[src/rtl/cmdlog_pkg.sv]
package cmdlog_pkg;

    localparam int WORD_W = 16;
    localparam int FIELD_W = 5;

    typedef struct packed {
        logic [FIELD_W-1:0] rt_addr;
        logic               xmit;
        logic [FIELD_W-1:0] sub_addr;
        logic [FIELD_W-1:0] cnt_mode;
    } cmd_word_t;

    typedef enum logic {
        ROLE_TERM = 1'b0,
        ROLE_CTRL = 1'b1
    } log_role_e;

    localparam logic [FIELD_W-1:0] SA_MODE_LO = 5'd0;
    localparam logic [FIELD_W-1:0] SA_MODE_HI = 5'd31;
    localparam logic [FIELD_W-1:0] MC_TX_VECTOR = 5'd16;
    localparam logic [FIELD_W-1:0] MC_SYNC_DATA = 5'd17;

    function automatic logic is_mode_cmd(cmd_word_t c);
        return (c.sub_addr == SA_MODE_LO) || (c.sub_addr == SA_MODE_HI);
    endfunction

    function automatic logic mode_cmd_wanted(cmd_word_t c);
        return (c.cnt_mode == MC_TX_VECTOR) || (c.cnt_mode == MC_SYNC_DATA);
    endfunction

endpackage

[src/rtl/cmdlog_filter.sv]
module cmdlog_filter
    import cmdlog_pkg::*;
(
    input  logic      word_vld,
    input  log_role_e role,
    input  logic      ram_hit,
    input  cmd_word_t word,
    output logic      admit
);

    logic term_admit;

    always_comb begin
        if (is_mode_cmd(word)) begin
            term_admit = mode_cmd_wanted(word);
        end else begin
            term_admit = ram_hit;
        end
    end

    always_comb begin
        unique case (role)
            ROLE_CTRL: admit = word_vld;
            ROLE_TERM: admit = word_vld && term_admit;
            default:   admit = 1'b0;
        endcase
    end

endmodule

[src/rtl/cmdlog_ctrl.sv]
module cmdlog_ctrl #(
    parameter int DEPTH = 32,
    localparam int PTR_W = (DEPTH > 1) ? $clog2(DEPTH) : 1,
    localparam int CNT_W = $clog2(DEPTH + 1)
) (
    input  logic             clk,
    input  logic             rst,
    input  logic             push_req,
    input  logic             pop_req,
    output logic             do_push,
    output logic [PTR_W-1:0] wr_ptr,
    output logic [PTR_W-1:0] rd_ptr,
    output logic [CNT_W-1:0] count,
    output logic             empty_n,
    output logic             full_n
);

    localparam logic [CNT_W-1:0] FULL_CNT = CNT_W'(DEPTH);
    localparam logic [PTR_W-1:0] LAST_PTR = PTR_W'(DEPTH - 1);

    logic do_pop;
    logic is_full;
    logic is_empty;

    assign is_full  = (count == FULL_CNT);
    assign is_empty = (count == '0);
    assign do_push  = push_req && !is_full;
    assign do_pop   = pop_req && !is_empty;

    function automatic logic [PTR_W-1:0] bump(logic [PTR_W-1:0] p);
        return (p == LAST_PTR) ? '0 : p + 1'b1;
    endfunction

    always_ff @(posedge clk) begin
        if (rst) begin
            wr_ptr <= '0;
            rd_ptr <= '0;
            count  <= '0;
        end else begin
            if (do_push) wr_ptr <= bump(wr_ptr);
            if (do_pop)  rd_ptr <= bump(rd_ptr);
            case ({do_push, do_pop})
                2'b10:   count <= count + 1'b1;
                2'b01:   count <= count - 1'b1;
                default: count <= count;
            endcase
        end
    end

    always_ff @(posedge clk) begin
        if (rst) begin
            empty_n <= 1'b0;
            full_n  <= 1'b1;
        end else begin
            case ({do_push, do_pop})
                2'b10: begin
                    empty_n <= 1'b1;
                    full_n  <= (count != FULL_CNT - 1'b1);
                end
                2'b01: begin
                    empty_n <= (count != CNT_W'(1));
                    full_n  <= 1'b1;
                end
                default: begin
                    empty_n <= empty_n;
                    full_n  <= full_n;
                end
            endcase
        end
    end


    full_drop_chk: assert property (@(posedge clk) disable iff (rst)
        (is_full && push_req && pop_req) |=> (count == FULL_CNT - 1'b1));


    full_hold_chk: assert property (@(posedge clk) disable iff (rst)
        (is_full && !pop_req) |=> (count == FULL_CNT));


    both_keep_chk: assert property (@(posedge clk) disable iff (rst)
        (push_req && pop_req && !is_full && !is_empty) |=> $stable(count));


    empty_pop_chk: assert property (@(posedge clk) disable iff (rst)
        (is_empty && !push_req) |=> (count == '0));


    empty_rise_chk: assert property (@(posedge clk) disable iff (rst)
        $rose(empty_n) |-> $past(push_req));

endmodule

[src/rtl/cmdlog_store.sv]
module cmdlog_store
    import cmdlog_pkg::*;
#(
    parameter int DEPTH = 32,
    localparam int PTR_W = (DEPTH > 1) ? $clog2(DEPTH) : 1
) (
    input  logic              clk,
    input  logic              we,
    input  logic [PTR_W-1:0]  waddr,
    input  logic [WORD_W-1:0] wdata,
    input  logic [PTR_W-1:0]  raddr,
    output logic [WORD_W-1:0] rdata
);

    logic [WORD_W-1:0] mem [DEPTH];

    always_ff @(posedge clk) begin
        if (we) mem[waddr] <= wdata;
    end

    assign rdata = mem[raddr];

endmodule

[src/rtl/cmdlog_fifo.sv]
module cmdlog_fifo
    import cmdlog_pkg::*;
#(
    parameter int DEPTH   = 32,
    parameter int HOST_AW = 8,
    localparam int PTR_W = (DEPTH > 1) ? $clog2(DEPTH) : 1,
    localparam int CNT_W = $clog2(DEPTH + 1)
) (
    input  logic               clk,
    input  logic               rst,
    input  logic               word_vld,
    input  logic               ctrl_mode,
    input  logic               ram_hit,
    input  logic [WORD_W-1:0]  word_in,
    input  logic               rd_en,
    input  logic [HOST_AW-1:0] rd_addr,
    output logic [WORD_W-1:0]  rd_data,
    output logic               empty_n,
    output logic               full_n
);

    cmd_word_t         word_s;
    log_role_e         role_s;
    logic              admit;
    logic              pop_req;
    logic              do_push;
    logic [PTR_W-1:0]  wr_ptr;
    logic [PTR_W-1:0]  rd_ptr;
    logic [CNT_W-1:0]  count;
    logic [WORD_W-1:0] head;

    assign word_s  = cmd_word_t'(word_in);
    assign role_s  = log_role_e'(ctrl_mode);
    assign pop_req = rd_en && (rd_addr == '0);

    cmdlog_filter u_filter (
        .word_vld (word_vld),
        .role     (role_s),
        .ram_hit  (ram_hit),
        .word     (word_s),
        .admit    (admit)
    );

    cmdlog_ctrl #(.DEPTH(DEPTH)) u_ctrl (
        .clk      (clk),
        .rst      (rst),
        .push_req (admit),
        .pop_req  (pop_req),
        .do_push  (do_push),
        .wr_ptr   (wr_ptr),
        .rd_ptr   (rd_ptr),
        .count    (count),
        .empty_n  (empty_n),
        .full_n   (full_n)
    );

    cmdlog_store #(.DEPTH(DEPTH)) u_store (
        .clk   (clk),
        .we    (do_push),
        .waddr (wr_ptr),
        .wdata (word_in),
        .raddr (rd_ptr),
        .rdata (head)
    );

    assign rd_data = empty_n ? head : '0;


    ctrl_keep_chk: assert property (@(posedge clk) disable iff (rst)
        (ctrl_mode && word_vld && full_n) |=> empty_n);


    mc_drop_chk: assert property (@(posedge clk) disable iff (rst)
        (!ctrl_mode && is_mode_cmd(word_s) && !mode_cmd_wanted(word_s)) |-> !admit);


    addr_nopop_chk: assert property (@(posedge clk) disable iff (rst)
        (!admit && !pop_req && count != '0) |=> (empty_n && $stable(rd_data)));

endmodule

[config.mk]
export PLATFORM = sky130hd
export DESIGN_NAME = cmdlog_fifo
export DESIGN_NICKNAME = d
export VERILOG_FILES = /design/src/rtl/cmdlog_pkg.sv /design/src/rtl/cmdlog_filter.sv /design/src/rtl/cmdlog_ctrl.sv /design/src/rtl/cmdlog_store.sv /design/src/rtl/cmdlog_fifo.sv
export SDC_FILE = /design/constraint.sdc
export NUM_CORES = 1
export LEC_CHECK = 0
export BUFFER_PORTS_ARGS = -buffer_cell sky130_fd_sc_hd__buf_2
export CAP_MARGIN = 30
export CORE_UTILIZATION = 40
export CTS_BUF_LIST = sky130_fd_sc_hd__clkbuf_8 sky130_fd_sc_hd__clkbuf_16
export DETAILED_ROUTE_END_ITERATION = 10
export PLACE_DENSITY = 0.6
export REMOVE_ABC_BUFFERS = 1
export SYNTH_ARGS = -nofsm -noshare
export SYNTH_HDL_FRONTEND = slang
export SYNTH_HIERARCHICAL = 1
export SYNTH_SLANG_ARGS = --single-unit
[constraint.sdc]
create_clock -name clk -period 6.9 [get_ports clk]
set_input_delay 1.38 -clock clk [delete_from_list [all_inputs] [get_ports clk]]
set_output_delay 1.38 -clock clk [all_outputs]
set_load 0.02 [all_outputs]
# == Word level (Yosys, flattened, before mapping) ==
# Memories as Yosys holds them, arrays and structs flattened. A register that Yosys moved wholly into a read port is not among the register bits.
# Cells that the tools add are included.
# totals
regBits,18
ramBits,512
input_bits,30
wordCells,45
mem_count,1
# memory_table
name,words,width,read_ports,rd_clocked_by_memory_dff,wr,line_no,text
u_store.mem,32,16,1,1,1,cmdlog_store.sv:15,logic [WORD_W-1:0] mem [DEPTH];
# classes
add_sub_neg,4
n_eq_ne,10
n_mux,12
bitwise,1
n_reduce_logical,12
# ops
op,count
"equality test 5 bit, second input constant",5
two-way mux 5 bit,4
two-way mux 16 bit,1
case mux 6 bit (2 select lines),1
"adder 5 x 1 -> 5 bit, second input constant",2
zero test 8 bit,1
"adder 6 x 1 -> 6 bit, second input constant",1
"equality test 6 bit, second input constant",1
zero test 6 bit,1
"inequality test 6 x 1 -> 1 bit, second input constant",1
"inequality test 6 x 5 -> 1 bit, second input constant",1
case mux 1 bit (2 select lines),3
"subtractor 6 x 1 -> 6 bit, second input constant",1
zero test 5 bit,1
logical AND 1 bit,4
two-way mux 1 bit,3
"equality test 2 x 1 -> 1 bit, second input constant",1
"equality test 2 bit, second input constant",1
zero test 1 bit,2
logical OR 1 bit,2
nonzero test 2 bit,1
NOT 1 bit,1

# == Depth between registers and ports, before layout ==
# depth
word_depth,8
ltp_mapped,11
depth_no_buf,10

# == Cells and area by module ==
# The synthesis kept the hierarchy.
# by_module_without_submodules
mod,n_inst,cells_per_inst,area_per_inst_um2,seq_area_each_um2
cmdlog_store,1,1127,20215.6,15374.7
cmdlog_ctrl,1,107,980.9,360.3
cmdlog_fifo,1,20,126.4,0.0
cmdlog_filter,1,7,50.0,0.0

# == Worst setup path before layout ==
# No wires, ideal clock.
# synth_timing
kind,input -> register
startpoint,in word_in[5]
endpoint,mem u_store.mem[12][0] (enable)
setup_ps,388
arrival_ps,3795
slack_ps,2716
stages,9
n_path_buf,2
cell_sequence,or4_1 -> mux2i_1 -> o311a_1 -> o21ai_2 -> buf_6 -> inv_2 -> or3b_2 -> clkbuf_1 -> nor2_1
# synth_via
elab_chain_len,8
# synth_lines
item,line_no,text
start: declaration,cmdlog_fifo.sv:14,"input logic [WORD_W-1:0] word_in,"
equality test 5 bit or zero test 5 bit (tied branches),cmdlog_pkg.sv:24,return (c.sub_addr == SA_MODE_LO) || (c.sub_addr == SA_MODE_HI);
logical OR 1 bit *,cmdlog_pkg.sv:24,
two-way mux 1 bit *,cmdlog_filter.sv:14,if (is_mode_cmd(word)) begin
logical AND 1 bit *,cmdlog_filter.sv:24,ROLE_TERM: admit = word_vld && term_admit;
case mux 1 bit (2 select lines) *,cmdlog_filter.sv:22,unique case (role)
named net admit,cmdlog_fifo.sv:24,logic admit;
logical AND 1 bit *,cmdlog_ctrl.sv:27,assign do_push = push_req && !is_full;
named net do_push,cmdlog_fifo.sv:26,logic do_push;
two-way mux 1 bit *,cmdlog_store.sv:18,if (we) mem[waddr] <= wdata;
two-way mux 1 bit (implied by the code) *,cmdlog_store.sv:18,
end: declaration,cmdlog_store.sv:15,
# The timed path passes the listed nets; every way through them passes the cells marked *.

==> results.sh <==
export IMPL_status="finished, final reports clean"
export IMPL_cts_root_buffer="clkbuf_16"
export IMPL_nFillCells=4422
export IMPL_drt_iter0_drc=956
export IMPL_numPortBuffers=47
export IMPL_regToRegSetupSlack_ns=3.80
export IMPL_ant_nets=0
export IMPL_cts_tree="done"
export IMPL_worstMarginPinSlew_ns=1.030
export IMPL_stdcell_area_um2=24040
export IMPL_endpoint_kind="output pin"
export IMPL_hold_path_depth=2
export IMPL_insertion_delay_ns=0.59
export IMPL_dpl_cell_area_um2=22380
export IMPL_max_stage_delay_ns=0.68
export IMPL_dp_hpwl_mm=27.62
export IMPL_fmaxAchievable_mhz=199.8
export IMPL_crit_chain="and2_2 > buf_4 > a22o_1 > nor3_1 > a31oi_1 > nand3_1 > and2_1 > buf_2"
export IMPL_max_vdd_ir_drop_uv=201.9
export IMPL_synthXorXnorAreaFrac=0.001639
export IMPL_numCtsBuffers=53
export IMPL_grt_max_degree=129
export IMPL_async_flop_share=0
export IMPL_worst_path_buf_inv=2
export IMPL_crit_fanout=46
export IMPL_synth_top_area_frac=0.7194
export IMPL_slew_headroom=0.3126
export IMPL_grt_total_usage=0.1810
export IMPL_rr_startpoint="u_ctrl/count[0]"
export IMPL_wl_mm=48.75
export IMPL_routedWlPerCell_um=23.62
export IMPL_synthAdderAreaFrac=0.004683
export IMPL_gp_congestion=0.7557
export IMPL_layout_commonest_cell="edfxtp_1"
export IMPL_holdPathEnd="u_ctrl/count[4]"
export IMPL_leakagePower_nw=7.391
export IMPL_cap_violations=0
export IMPL_synth_warnings=6
export IMPL_period_share=0.7255
export IMPL_synth_simple_area_share=0.05187
export IMPL_start_util=0.4059
export IMPL_dieArea_um2=54360
export IMPL_drive_gt1_frac=0.1346
export IMPL_power_density_nw_per_um2=266.6
export IMPL_synthFlopType="edfxtp_1"
export IMPL_viasPerCell=5.481
export IMPL_synth_compound_area_frac=0.05520
export IMPL_period_minus_slack_ns=5.006
export IMPL_grt_pass1_vias=11090
export IMPL_cts_resized=0
export IMPL_final_cell_mix="edfxtp_1 (512), mux2i_1 (261), a22oi_1 (65)"
export IMPL_first_pass_iters=5
export IMPL_antenna_found_initial=2
export IMPL_cts_sinks=530
export IMPL_clk_pin_slew_ns=0.06
export IMPL_holdBufCountCts=0
export IMPL_synth_edf_count=512
export IMPL_worst_ep_required_time_ns=5.52
export IMPL_setup_violations=0
export IMPL_start_kind="register"
export IMPL_fin_util=0.4566
export IMPL_finalPower_mw=6.410
export IMPL_grt_overflow=0
export IMPL_hold_start="u_ctrl/count[4]"
export IMPL_grt_pass1_wl_mm=71.64
export IMPL_die_h_um=233.2
export IMPL_worstPathArrival_ns=3.63
export IMPL_drc_errors=0
export IMPL_pin_count=48
export IMPL_synth_seq_cells=530
export IMPL_multi_input_area_um2=5091
export IMPL_synth_top_family_by_area="multiplexers"
export IMPL_post_place_ws_ns=2.142
export IMPL_htree_levels=2
export IMPL_syn_avg_cell_area_um2=16.95
export IMPL_skew_ns=0.01459
export IMPL_area_growth_syn_to_layout_pct=12.49
export IMPL_postCtsSetupBuffers=0
export IMPL_synth_top_cell_by_area="edfxtp_1"
export IMPL_synth_cell_type_count=56
export IMPL_core_area_um2=52660
export IMPL_hold_viol=0
export IMPL_muxShareOfSynthArea=0.1228
export IMPL_fp_dieW_um=233.2
export IMPL_hold_class="reg -> reg"
export IMPL_grt_setup_unrepaired="false"
export IMPL_cts_path_max_buffers=3
export IMPL_netlist_top_cells_area="edfxtp_1 (72%), mux2i_1 (12%), a22oi_1 (2.3%)"
export IMPL_crit_family="simple AND/OR/NAND/NOR gates"
export IMPL_drv_slew=0
export IMPL_yosysSeqAreaShare=0.7362
export IMPL_netlist_instances=1261
export IMPL_rows=84
export IMPL_finalNetCount=1373
export IMPL_layout_setup_ws_ns=1.894
export IMPL_synthesis_area_um2=21370
export IMPL_regArea_um2=15740
export IMPL_r2r_cells=7
export IMPL_vias=11310
export IMPL_rr_endpoint="u_store/mem[0][4]"
export IMPL_cp_slowest_cell="buf_4"
export IMPL_crit_type="reg -> out"
sequential cells by signal, summed over array words and instances, names as in the netlist:
name            cells
u_ctrl/count        6
u_store/mem       512
u_ctrl/wr_ptr       5
u_ctrl/empty_n      1
u_ctrl/rd_ptr       5
u_ctrl/full_n       1
per-stage QoR:
stage	hold slack [ns]	std cells	setup TNS, ns
2_1_floorplan	0.4954	1189	-84.24
3_3_place_gp	0.5367	1957	0
3_5_place_dp	0.5513	1967	0
4_1_cts	0.5594	2061	0
5_1_grt	0.5916	2062	0
6_report	0.5695	2064	0
worst max-delay path by stage:
stage	startpoint	endpoint	slack (ns)	cells past startpoint
global route	u_ctrl/rd_ptr[2]	rd_data[15]	1.69	8
global placement	word_in[5]	u_store/mem[8][0]	2.20	8
detailed placement	word_in[5]	u_store/mem[8][15]	2.14	8
floorplan	u_ctrl/rd_ptr[0]	rd_data[0]	-4.27	6
CTS	u_ctrl/rd_ptr[0]	rd_data[2]	1.84	7
finish	u_ctrl/rd_ptr[2]	rd_data[15]	1.89	8
synthesized netlist by cell type, types with 2 or more instances:
cell and instances:
or4b_1 3, mux2i_1 261, nor3_1 17, or4_1 3, edfxtp_1 512, a21oi_1 41, xnor2_1 2, and3_1 2
dfxtp_1 18, inv_1 4, o21ai_1 4, nand3b_1 6, buf_4 19, buf_8 6, nor2_1 47, and2_1 17
clkbuf_1 15, nand2_1 37, or3_2 2, buf_2 19, xor2_1 2, ha_1 8, a22oi_1 65, nor4_1 2
nand2b_1 3, nand4b_1 2, buf_12 5, nand3_1 36, or3b_2 3, nor2b_1 3, a22o_1 32, or3_1 2
a31oi_1 18, nand4_1 17, buf_6 7
power by group:
group / switching, mW / internal, mW
Clock: 1.13 / 1.57
Sequential: 0.0104 / 3.54
Combinational: 0.116 / 0.0385
Total: 1.26 / 5.15
worst min-delay path, cell delays in order, from the launching register on:
cell and delay [ns]:
dfxtp_1 0.34, xnor2_1 0.16, nor2_1 0.03
cell families after synthesis:
group / Yosys count
multiplexers: 262
XOR/XNOR: 4
AO/OA/AOI/OAI: 168
buffers and inverters: 78
adder cells (fa/ha/maj): 8
flip-flops: 530
AND/OR/NAND/NOR: 211
cell type report:
| cell class | instances | share of cell area |
|---|---|---|
| clock buffer | 58 | 0.05896 |
| antenna | 2 | 0.0002082 |
| sequential | 530 | 0.6546 |
| clock inverter | 36 | 0.009315 |
| inverter | 6 | 0.0009367 |
| timing repair buffer | 91 | 0.02841 |
| tap | 688 | 0.03580 |
| multi-input combinational | 653 | 0.2118 |
routing by layer:
metal	vias up	track usage	routed length, µm
li1	5134	-	-
met2	364	0.2815	22420
met4	0	0.06087	1269
met5	-	0	0
met1	5744	0.2597	22110
met3	71	0.02625	2951
Power figures use the tool's default switching activity.
